$ cat src/rtl/dec_pkg.sv
package dec_pkg;

    typedef enum logic [1:0] {
        ST_HALTED  = 2'd0,
        ST_FINAL   = 2'd1,
        ST_RUNNING = 2'd2
    } dec_state_e;

    typedef enum logic [2:0] {
        OP_HOLD   = 3'd0,
        OP_LOAD   = 3'd1,
        OP_STEP   = 3'd2,
        OP_RELOAD = 3'd3,
        OP_CLEAR  = 3'd4
    } dec_op_e;

    localparam logic SEL_COUNT  = 1'b0;
    localparam logic SEL_RELOAD = 1'b1;

endpackage

$ cat src/rtl/dec_reload_reg.sv
module dec_reload_reg
    import dec_pkg::*;
#(
    parameter int CNT_W = 32
) (
    input  logic             clk,
    input  logic             rst_n,
    input  logic             wr_i,
    input  logic [CNT_W-1:0] data_i,
    output logic [CNT_W-1:0] value_o,
    output logic             nonzero_o,
    output logic             is_one_o
);

    localparam logic [CNT_W-1:0] ONE = CNT_W'(1);

    logic [CNT_W-1:0] value_q;

    always_ff @(posedge clk or negedge rst_n) begin
        if (!rst_n) begin
            value_q <= '0;
        end else if (wr_i) begin
            value_q <= data_i;
        end
    end

    assign value_o   = value_q;
    assign nonzero_o = |value_q;
    assign is_one_o  = (value_q == ONE);

    // a write lands the data on the next edge
    a_r8_reload_write: assert property (@(posedge clk) disable iff (!rst_n)
        wr_i |=> value_q == $past(data_i));

endmodule

$ cat src/rtl/dec_counter.sv
module dec_counter
    import dec_pkg::*;
#(
    parameter int CNT_W = 32
) (
    input  logic             clk,
    input  logic             rst_n,
    input  dec_op_e          op_i,
    input  logic [CNT_W-1:0] wr_data_i,
    input  logic [CNT_W-1:0] reload_i,
    output logic [CNT_W-1:0] count_o,
    output logic             is_two_o
);

    localparam logic [CNT_W-1:0] ONE = CNT_W'(1);
    localparam logic [CNT_W-1:0] TWO = CNT_W'(2);

    logic [CNT_W-1:0] cnt_q;
    logic [CNT_W-1:0] cnt_d;

    always_comb begin
        cnt_d = cnt_q;
        unique case (op_i)
            OP_HOLD:   cnt_d = cnt_q;
            OP_LOAD:   cnt_d = wr_data_i;
            OP_STEP:   cnt_d = cnt_q - ONE;
            OP_RELOAD: cnt_d = reload_i;
            OP_CLEAR:  cnt_d = '0;
            default:   cnt_d = cnt_q;
        endcase
    end

    always_ff @(posedge clk or negedge rst_n) begin
        if (!rst_n) begin
            cnt_q <= '0;
        end else begin
            cnt_q <= cnt_d;
        end
    end

    assign count_o  = cnt_q;
    assign is_two_o = (cnt_q == TWO);

    // a step never wraps below zero
    a_r2_no_underflow: assert property (@(posedge clk) disable iff (!rst_n)
        (op_i == OP_STEP) |-> cnt_q > ONE);

endmodule

$ cat src/rtl/dec_fsm.sv
module dec_fsm
    import dec_pkg::*;
(
    input  logic    clk,
    input  logic    rst_n,
    input  logic    tick_i,
    input  logic    cnt_wr_i,
    input  logic    wr_zero_i,
    input  logic    wr_one_i,
    input  logic    cnt_two_i,
    input  logic    reload_ok_i,
    input  logic    reload_one_i,
    output dec_op_e op_o,
    output logic    evt_o
);

    dec_state_e state_q;
    dec_state_e state_d;
    logic       evt_q;

    // next state
    always_comb begin
        state_d = state_q;
        if (cnt_wr_i) begin
            // sw-load
            state_d = wr_zero_i ? ST_HALTED : (wr_one_i ? ST_FINAL : ST_RUNNING);
        end else if (tick_i) begin
            unique case (state_q)
                ST_HALTED:  state_d = ST_HALTED;                       // idle
                ST_RUNNING: state_d = cnt_two_i ? ST_FINAL : ST_RUNNING; // step
                ST_FINAL: begin
                    if (reload_ok_i) begin                              // expire-reload
                        state_d = reload_one_i ? ST_FINAL : ST_RUNNING;
                    end else begin                                      // expire-stop
                        state_d = ST_HALTED;
                    end
                end
                default:    state_d = ST_HALTED;
            endcase
        end
    end

    // state register and expiry pulse
    always_ff @(posedge clk or negedge rst_n) begin
        if (!rst_n) begin
            state_q <= ST_HALTED;
            evt_q   <= 1'b0;
        end else begin
            state_q <= state_d;
            evt_q   <= tick_i && !cnt_wr_i && (state_q == ST_FINAL);
        end
    end

    // outputs
    always_comb begin
        op_o = OP_HOLD;
        if (cnt_wr_i) begin
            op_o = OP_LOAD;
        end else if (tick_i) begin
            unique case (state_q)
                ST_HALTED:  op_o = OP_HOLD;
                ST_RUNNING: op_o = OP_STEP;
                ST_FINAL:   op_o = reload_ok_i ? OP_RELOAD : OP_CLEAR;
                default:    op_o = OP_HOLD;
            endcase
        end
    end

    assign evt_o = evt_q;

    // from halted, only a write leaves the state
    a_r6_halt_sticky: assert property (@(posedge clk) disable iff (!rst_n)
        (state_q == ST_HALTED && !cnt_wr_i) |=> state_q == ST_HALTED && !evt_q);

endmodule

$ cat src/rtl/dec_reload_timer.sv
module dec_reload_timer
    import dec_pkg::*;
#(
    parameter int CNT_W = 32
) (
    input  logic             clk,
    input  logic             rst_n,
    input  logic             tick_en,
    input  logic             reload_en,
    input  logic             wr_en,
    input  logic             wr_sel,
    input  logic [CNT_W-1:0] wr_data,
    output logic [CNT_W-1:0] count,
    output logic             zero_evt
);

    localparam logic [CNT_W-1:0] ONE = CNT_W'(1);

    logic             cnt_wr;
    logic             rld_wr;
    logic [CNT_W-1:0] rld_val;
    logic             rld_nz;
    logic             rld_one;
    logic             cnt_two;
    dec_op_e          op;

    assign cnt_wr = wr_en && (wr_sel == SEL_COUNT);
    assign rld_wr = wr_en && (wr_sel == SEL_RELOAD);

    dec_reload_reg #(.CNT_W(CNT_W)) u_reload (
        .clk       (clk),
        .rst_n     (rst_n),
        .wr_i      (rld_wr),
        .data_i    (wr_data),
        .value_o   (rld_val),
        .nonzero_o (rld_nz),
        .is_one_o  (rld_one)
    );

    dec_fsm u_fsm (
        .clk          (clk),
        .rst_n        (rst_n),
        .tick_i       (tick_en),
        .cnt_wr_i     (cnt_wr),
        .wr_zero_i    (wr_data == '0),
        .wr_one_i     (wr_data == ONE),
        .cnt_two_i    (cnt_two),
        .reload_ok_i  (reload_en && rld_nz),
        .reload_one_i (rld_one),
        .op_o         (op),
        .evt_o        (zero_evt)
    );

    dec_counter #(.CNT_W(CNT_W)) u_count (
        .clk       (clk),
        .rst_n     (rst_n),
        .op_i      (op),
        .wr_data_i (wr_data),
        .reload_i  (rld_val),
        .count_o   (count),
        .is_two_o  (cnt_two)
    );

    // a pulse follows only a tick taken at count one
    a_r3_evt_source: assert property (@(posedge clk) disable iff (!rst_n)
        zero_evt |-> ($past(count) == ONE && $past(tick_en) && !$past(cnt_wr)));

    // reload value lands on expiry
    a_r4_reload: assert property (@(posedge clk) disable iff (!rst_n)
        (zero_evt && $past(reload_en) && $past(rld_val) != '0) |-> count == $past(rld_val));

    // no usable reload leaves zero
    a_r5_stop: assert property (@(posedge clk) disable iff (!rst_n)
        (zero_evt && (!$past(reload_en) || $past(rld_val) == '0)) |-> count == '0);

    // a count write wins
    a_r7_write_wins: assert property (@(posedge clk) disable iff (!rst_n)
        cnt_wr |=> (count == $past(wr_data) && !zero_evt));

    // decrement by one
    a_r2_step: assert property (@(posedge clk) disable iff (!rst_n)
        (tick_en && !cnt_wr && count > ONE) |=> count == $past(count) - ONE);

endmodule

$ cat config.mk
export PLATFORM = sky130hd
export DESIGN_NAME = dec_reload_timer
export DESIGN_NICKNAME = d
export VERILOG_FILES = /design/src/rtl/dec_pkg.sv /design/src/rtl/dec_reload_reg.sv /design/src/rtl/dec_counter.sv /design/src/rtl/dec_fsm.sv /design/src/rtl/dec_reload_timer.sv
export SDC_FILE = /design/constraint.sdc
export NUM_CORES = 1
export LEC_CHECK = 0
export BUFFER_PORTS_ARGS = -buffer_cell sky130_fd_sc_hd__buf_2
export CAP_MARGIN = 20
export CORE_MARGIN = 4
export CORE_UTILIZATION = 30
export CTS_BUF_LIST = sky130_fd_sc_hd__clkbuf_2 sky130_fd_sc_hd__clkbuf_4 sky130_fd_sc_hd__clkbuf_8
export DETAILED_ROUTE_END_ITERATION = 8
export GPL_ROUTABILITY_DRIVEN = 0
export REMOVE_ABC_BUFFERS = 1
export SLEW_MARGIN = 30
export SYNTH_ARGS = -nofsm -noshare
export SYNTH_HDL_FRONTEND = slang
export SYNTH_HIERARCHICAL = 1
export SYNTH_SLANG_ARGS = --single-unit
export TNS_END_PERCENT = 100
$ cat constraint.sdc
create_clock -name clk -period 6.3 [get_ports clk]
set_input_delay 0.63 -clock clk [delete_from_list [all_inputs] [get_ports clk]]
set_output_delay 0.63 -clock clk [all_outputs]
set_load 0.005 [all_outputs]
# After elaboration in Yosys (flattened, before gate mapping)
# Cells that the tools add are included.
# word_totals
regBits	67
inputBits	38
output_inout_bits	33
wordCells	38
# op_classes
addsub	1
eq_ne	9
n_mux	13
bitwise	1
reduce_logical	10
# op_table
cell	count
32-bit case mux with 4 select lines	1
32-bit by 1-bit == test with 1-bit output (second input constant)	2
32-bit by 2-bit == test with 1-bit output (second input constant)	1
32-bit logical NOT	1
32-bit OR reduction	1
32-bit by 1-bit subtractor with 32-bit output (second input constant)	1
2-bit 2-to-1 mux	7
3-bit 2-to-1 mux	3
3-bit by 2-bit == test with 1-bit output (second input constant)	2
3-bit case mux with 2 select lines	1
1-bit logical AND	5
2-bit case mux with 2 select lines	1
4-bit nonzero test	1
3-bit by 1-bit == test with 1-bit output (second input constant)	1
3-bit == test (second input constant)	1
2-bit by 1-bit == test with 1-bit output (second input constant)	1
2-bit == test (second input constant)	1
2-bit nonzero test	1
1-bit logical NOT	1
1-bit inverter	1

# Longest topological paths before layout
# depth
ltp_word	8
depth_mapped	13
depth_no_buf	11

# Modules after synthesis
# The synthesis kept the hierarchy.
# modules_own_cells
module	n_inst	cells_per_inst	area_each_um2
dec_counter	1	332	2638.8
dec_reload_reg	1	82	1261.2
dec_fsm	1	27	244.0
dec_reload_timer	1	16	100.1

# Worst setup path before layout
# Ideal clock, no wire load.
# synth_timing
path_type	reg-to-reg
from	register u_reload.value_q[7], in the netlist u_reload/value_o[7]
to	register u_count.cnt_q[19], in the netlist u_count/count_o[19]
setup_ps	125
t_arrival_ps	2789
path_slack_ps	3386
stages_incl_launch_ff	13
path_buffers	2
path_cell_list	dfrtp_1 nor4_1 nand4_1 or3_1 and2_1 nor3b_1 clkbuf_1 nand2b_1 clkbuf_1 nor2_1 a221o_1 a31oi_1 nor4_1
# synth_between
elab_chain_cells	8
# synth_lines
item	line_no	text
start, declared	dec_reload_reg.sv:17	logic [CNT_W-1:0] value_q;
start signal, assigned	dec_reload_reg.sv:23	value_q <= data_i;
32-bit OR reduction (*)	dec_reload_reg.sv:28	assign nonzero_o = |value_q;
named net rld_nz	dec_reload_timer.sv:22	logic rld_nz;
1-bit logical AND (*)	dec_reload_timer.sv:48	.reload_ok_i (reload_en && rld_nz),
3-bit 2-to-1 mux (*)	dec_fsm.sv:63	ST_FINAL: op_o = reload_ok_i ? OP_RELOAD : OP_CLEAR;
3-bit case mux with 2 select lines (*)	dec_fsm.sv:60	unique case (state_q)
3-bit 2-to-1 mux (*)	dec_fsm.sv:59	end else if (tick_i) begin
3-bit 2-to-1 mux (*)	dec_fsm.sv:57	if (cnt_wr_i) begin
named net op[2]	dec_reload_timer.sv:25	dec_op_e op;
3-bit == test, or another cell as far along	dec_counter.sv:23	unique case (op_i)
32-bit case mux with 4 select lines or 4-bit nonzero test (tied branches)	--	
end signal, assigned	dec_counter.sv:37	cnt_q <= cnt_d;
end, declared	dec_counter.sv:18	logic [CNT_W-1:0] cnt_q;
# Mark *: on every way through the listed nets, which the timed path passes. The rest lies on a longest branch.
# A chain may end at the register's enable or synchronous reset.

# Worst setup path after layout
# layout_timing
from	register u_reload.value_q[24], in the netlist u_reload/value_o[24]
to	register u_count.cnt_q[24], in the netlist u_count/count_o[24]
# Same word-level chain as after synthesis.

==> reports/qor.csv <==
stage;metric;value;unit
clock_tree;CTS root buffer;clkbuf_8;
clock_tree;Clock Path Buffers;2;
power_and_ir_drop;PwrDens;266;nW/um2
worst_setup_path;critical setup path kind;reg -> reg;
cells_and_area;Area Overhead vs Synth;18.3;%
worst_setup_path;crit path max-delay cell type;xnor2_1;
power_and_ir_drop;Internal;910;uW
floorplanning;core area;13900;um2
clock_tree;H-Tree Depth;3;
power_and_ir_drop;maximum VDD drop;0.0804;mV
synth;cell count after synthesis;457;
detailed_routing;final WL;14100;um
global_route;total gr overflow;0;
flow_run;max cap viols;0;
clock_tree;Inserted Clock Buffers;9;
floorplanning;Die Ht;127;um
power_and_ir_drop;static leakage;1.95;nW
worst_setup_path;startpoint types;flop;
clock_tree;Post-CTS Setup Inserts;0;
detailed_routing;Wirelength per Cell;20.1;um
detailed_routing;# DRC;0;
floorplanning;io pins;71;
sta;fin crit period;3.79;ns
clock_tree;Worst-Skew Late Latency;0.36;ns
power_and_ir_drop;Flop pwr share;0.449;
floorplanning;die area;16100;um2
clock_tree;CTS tree;built;
global_route;Overall Global Routing Usage;0.173;
worst_setup_path;setup slack, reg-to-reg;2.51;ns
sta;Finish-stage setup viols;0;
global_route;largest net degree at the start of global routing;68;
clock_tree;CTS sink count;67;
clock_tree;Clock transition at path regs;0.08;ns
synth;Synth Cell Area;4240;um2
floorplanning;Initial Util;0.306;
worst_setup_path;Buf+Inv Stages, Crit Path;2;
worst_setup_path;Top Family by Delay on Critical Path;simple AND/OR/NAND/NOR gates;
sta;Fmax;264;MHz
sta;Tightest Pin Transition;0.947;ns
sta;Setup TNS;0;ns
detailed_routing;Via density;5.87;
power_and_ir_drop;combinational share of power;0.212;
sta;max-slew violations;0;
global_route;vias in the first global route;3978;
clock_tree;cts hold-fix bufs;0;
detailed_routing;vias;4124;
sta;Hold WS;0.355;ns
synth;post-synthesis sequential area ratio;0.395;
detailed_routing;DR iter-0 viols;336;
global_route;initial antenna violation count;0;
worst_setup_path;Worst EP required;6.58;ns
cells_and_area;Inserted Diodes;0;
synth;Post-synth top flop;dfrtp_1;
synth;top cell type's share of synthesized area;0.395;
placed_design;dpl hpwl;10400;um
sta;clk_skew;0.00670;ns
synth;ranking of synthesized cells by area;dfrtp_1, mux2_2, mux2i_1, a21oi_1, nor4_1;
detailed_routing;1st-pass router iterations;5;
power_and_ir_drop;Clk pwr share;0.340;
cells_and_area;Final #Nets;561;
worst_setup_path;crit end category;flop;
synth;#FFs+latches synth;67;
clock_tree;# resized after CTS;0;
sta;RSZ-0062 raised after global routing;no;
synth;synth unique cells;64;
synth;Mapped Avg Cell Area;9.29;um2
power_and_ir_drop;Sw Ratio;0.318;
cells_and_area;layout cells sized above 1;0.270;
outcome;status;finished, final reports clean;
floorplanning;number of cell rows;43;
worst_setup_path;sequence of cells on the critical path;nor4_1, nand4_1, or3_1, and2_1, nor3b_2, buf_4, inv_1, xnor2_1, o21ai_0, o211ai_1;
synth;Async SR Flop Fraction;1.00;
worst_setup_path;Max Fanout on Critical Path;37;
floorplanning;die width;127;um
power_and_ir_drop;Psw;424;uW
worst_setup_path;crit-path max cell delay;0.85;ns
placed_design;input/output buffers;70;
synth;yosys warns;6;
synth;leading area contributor after synthesis;dfrtp_1;
sta;Slew headroom;0.364;
global_route;first-pass GRT wire length;22000;um
worst_setup_path;Crit path arrival time;4.06;ns
sta;final hold vios;0;
detailed_routing;Detail Route Antenna Nets;0;
synth;EDFF count, synth;0;
sta;fin crit share;0.601;
worst_hold_path;Min-Delay Path Class;in -> async;
kinds of logic (layout without fill, tap and decap cells):
family,after synthesis,count (layout),synth area share
AOI/OAI and AO/OA,122,122,0.193
xor gates and xnor gates,4,4,0.00826
adders and majority gates,8,8,0.0224
buffers and inverters,41,106,0.0377
DFF,67,67,0.395
muxes,50,50,0.128
and+or+nand+nor,165,165,0.215
cells in the final DEF (no fill, tap or decap), types with 5 or more instances in the layout:
master	synthesis	layout
o22ai_1	10	10
buf_2	5	70
nand2_1	30	30
nor2_1	31	31
a21oi_1	29	29
or3_1	6	6
inv_1	12	12
or4_1	7	7
a211oi_1	6	6
clkbuf_8	0	10
a31oi_1	9	9
nand4_1	8	8
nand3_1	6	6
nor3_1	22	21
mux2_2	34	34
a221oi_1	5	5
dfrtp_1	67	67
buf_4	0	6
mux2i_1	16	16
nor4_1	21	21
ha_1	6	6
o21ai_0	24	24
per-stage QoR:
stage / area, um2 / instances / total power, mW / setup WS, ns / utilization
after global routing: 5020 / 702 / 1.40 / 2.26 / 0.362
after floorplan: 4130 / 429 / 0.742 / 0.694 / -
after detailed placement: 4770 / 686 / 0.887 / 2.65 / 0.344
after CTS: 5020 / 702 / 1.34 / 2.61 / 0.361
after global placement: 4770 / 686 / 0.878 / 2.63 / 0.344
final: 5020 / 702 / 1.33 / 2.51 / 0.362
worst paths after layout:
check	start	end	cells past startpoint
worst max-delay path	u_reload/value_o[24]	u_count/count_o[24]	10
worst min-delay path	rst_n	u_count/count_o[6]	2
worst max register to register	u_reload/value_o[24]	u_count/count_o[24]	10
worst min register to register	u_reload/value_o[29]	u_reload/value_o[29]	1
max in group asynchronous	rst_n	u_count/count_o[24]	2
min in group clk	wr_data[25]	u_reload/value_o[25]	2
layer usage:
layer | track usage | up-vias | share of wire
met3 | 0.0438 | 28 | 0.079
met2 | 0.259 | 199 | 0.46
li1 | - | 1878 | -
met4 | 0.0593 | 0 | 0.024
met1 | 0.243 | 2019 | 0.44
met5 | 0 | - | 0
cell type report:
class | instances | area [um2]
clock buffer | 11 | 145
clock inverter | 5 | 100
multi-input combinational | 349 | 2420
tap | 180 | 225
fill | 1449 | 8860
inverter | 13 | 48.8
sequential | 67 | 1680
timing repair buffer | 77 | 407
power by group through the flow:
stage          combinational (mW)  sequential, mW  clock (mW)
2_1_floorplan               0.162           0.580           0
3_3_place_gp                0.276           0.602           0
4_1_cts                     0.282           0.598       0.460
3_5_place_dp                0.281           0.606           0
6_report                    0.282           0.599       0.453
5_1_grt                     0.311           0.612       0.476
registers in the layout (all words and copies together) (netlist names):
| register | cells |
|---|---|
| u_reload/value_o | 32 |
| u_count/count_o | 32 |
| u_fsm/evt_o | 1 |
| u_fsm/state_q | 2 |
Yosys cell counts, drive strengths merged (4+ instances only):
master,number
nand2,30
or4,9
ha,6
nand2b,5
nand4,8
mux2,34
or3,6
a211oi,6
a31oi,9
a221oi,5
o22ai,10
clkbuf,18
a21oi,29
mux2i,16
o21ai,24
dfrtp,67
a32oi,4
nor3,22
inv,12
nor2,32
nor4,24
and2,4
nand3,6
buf,10
worst register-to-register path, delay by kind of cell, from the launching register on:
family | cells | cell delay (ns)
simple gates | 5 | 1.39
xor+xnor | 1 | 0.86
buf+inv | 2 | 0.73
flops | 1 | 0.40
compound gates | 2 | 0.33
No activity file was read; power rests on OpenSTA's default activity.
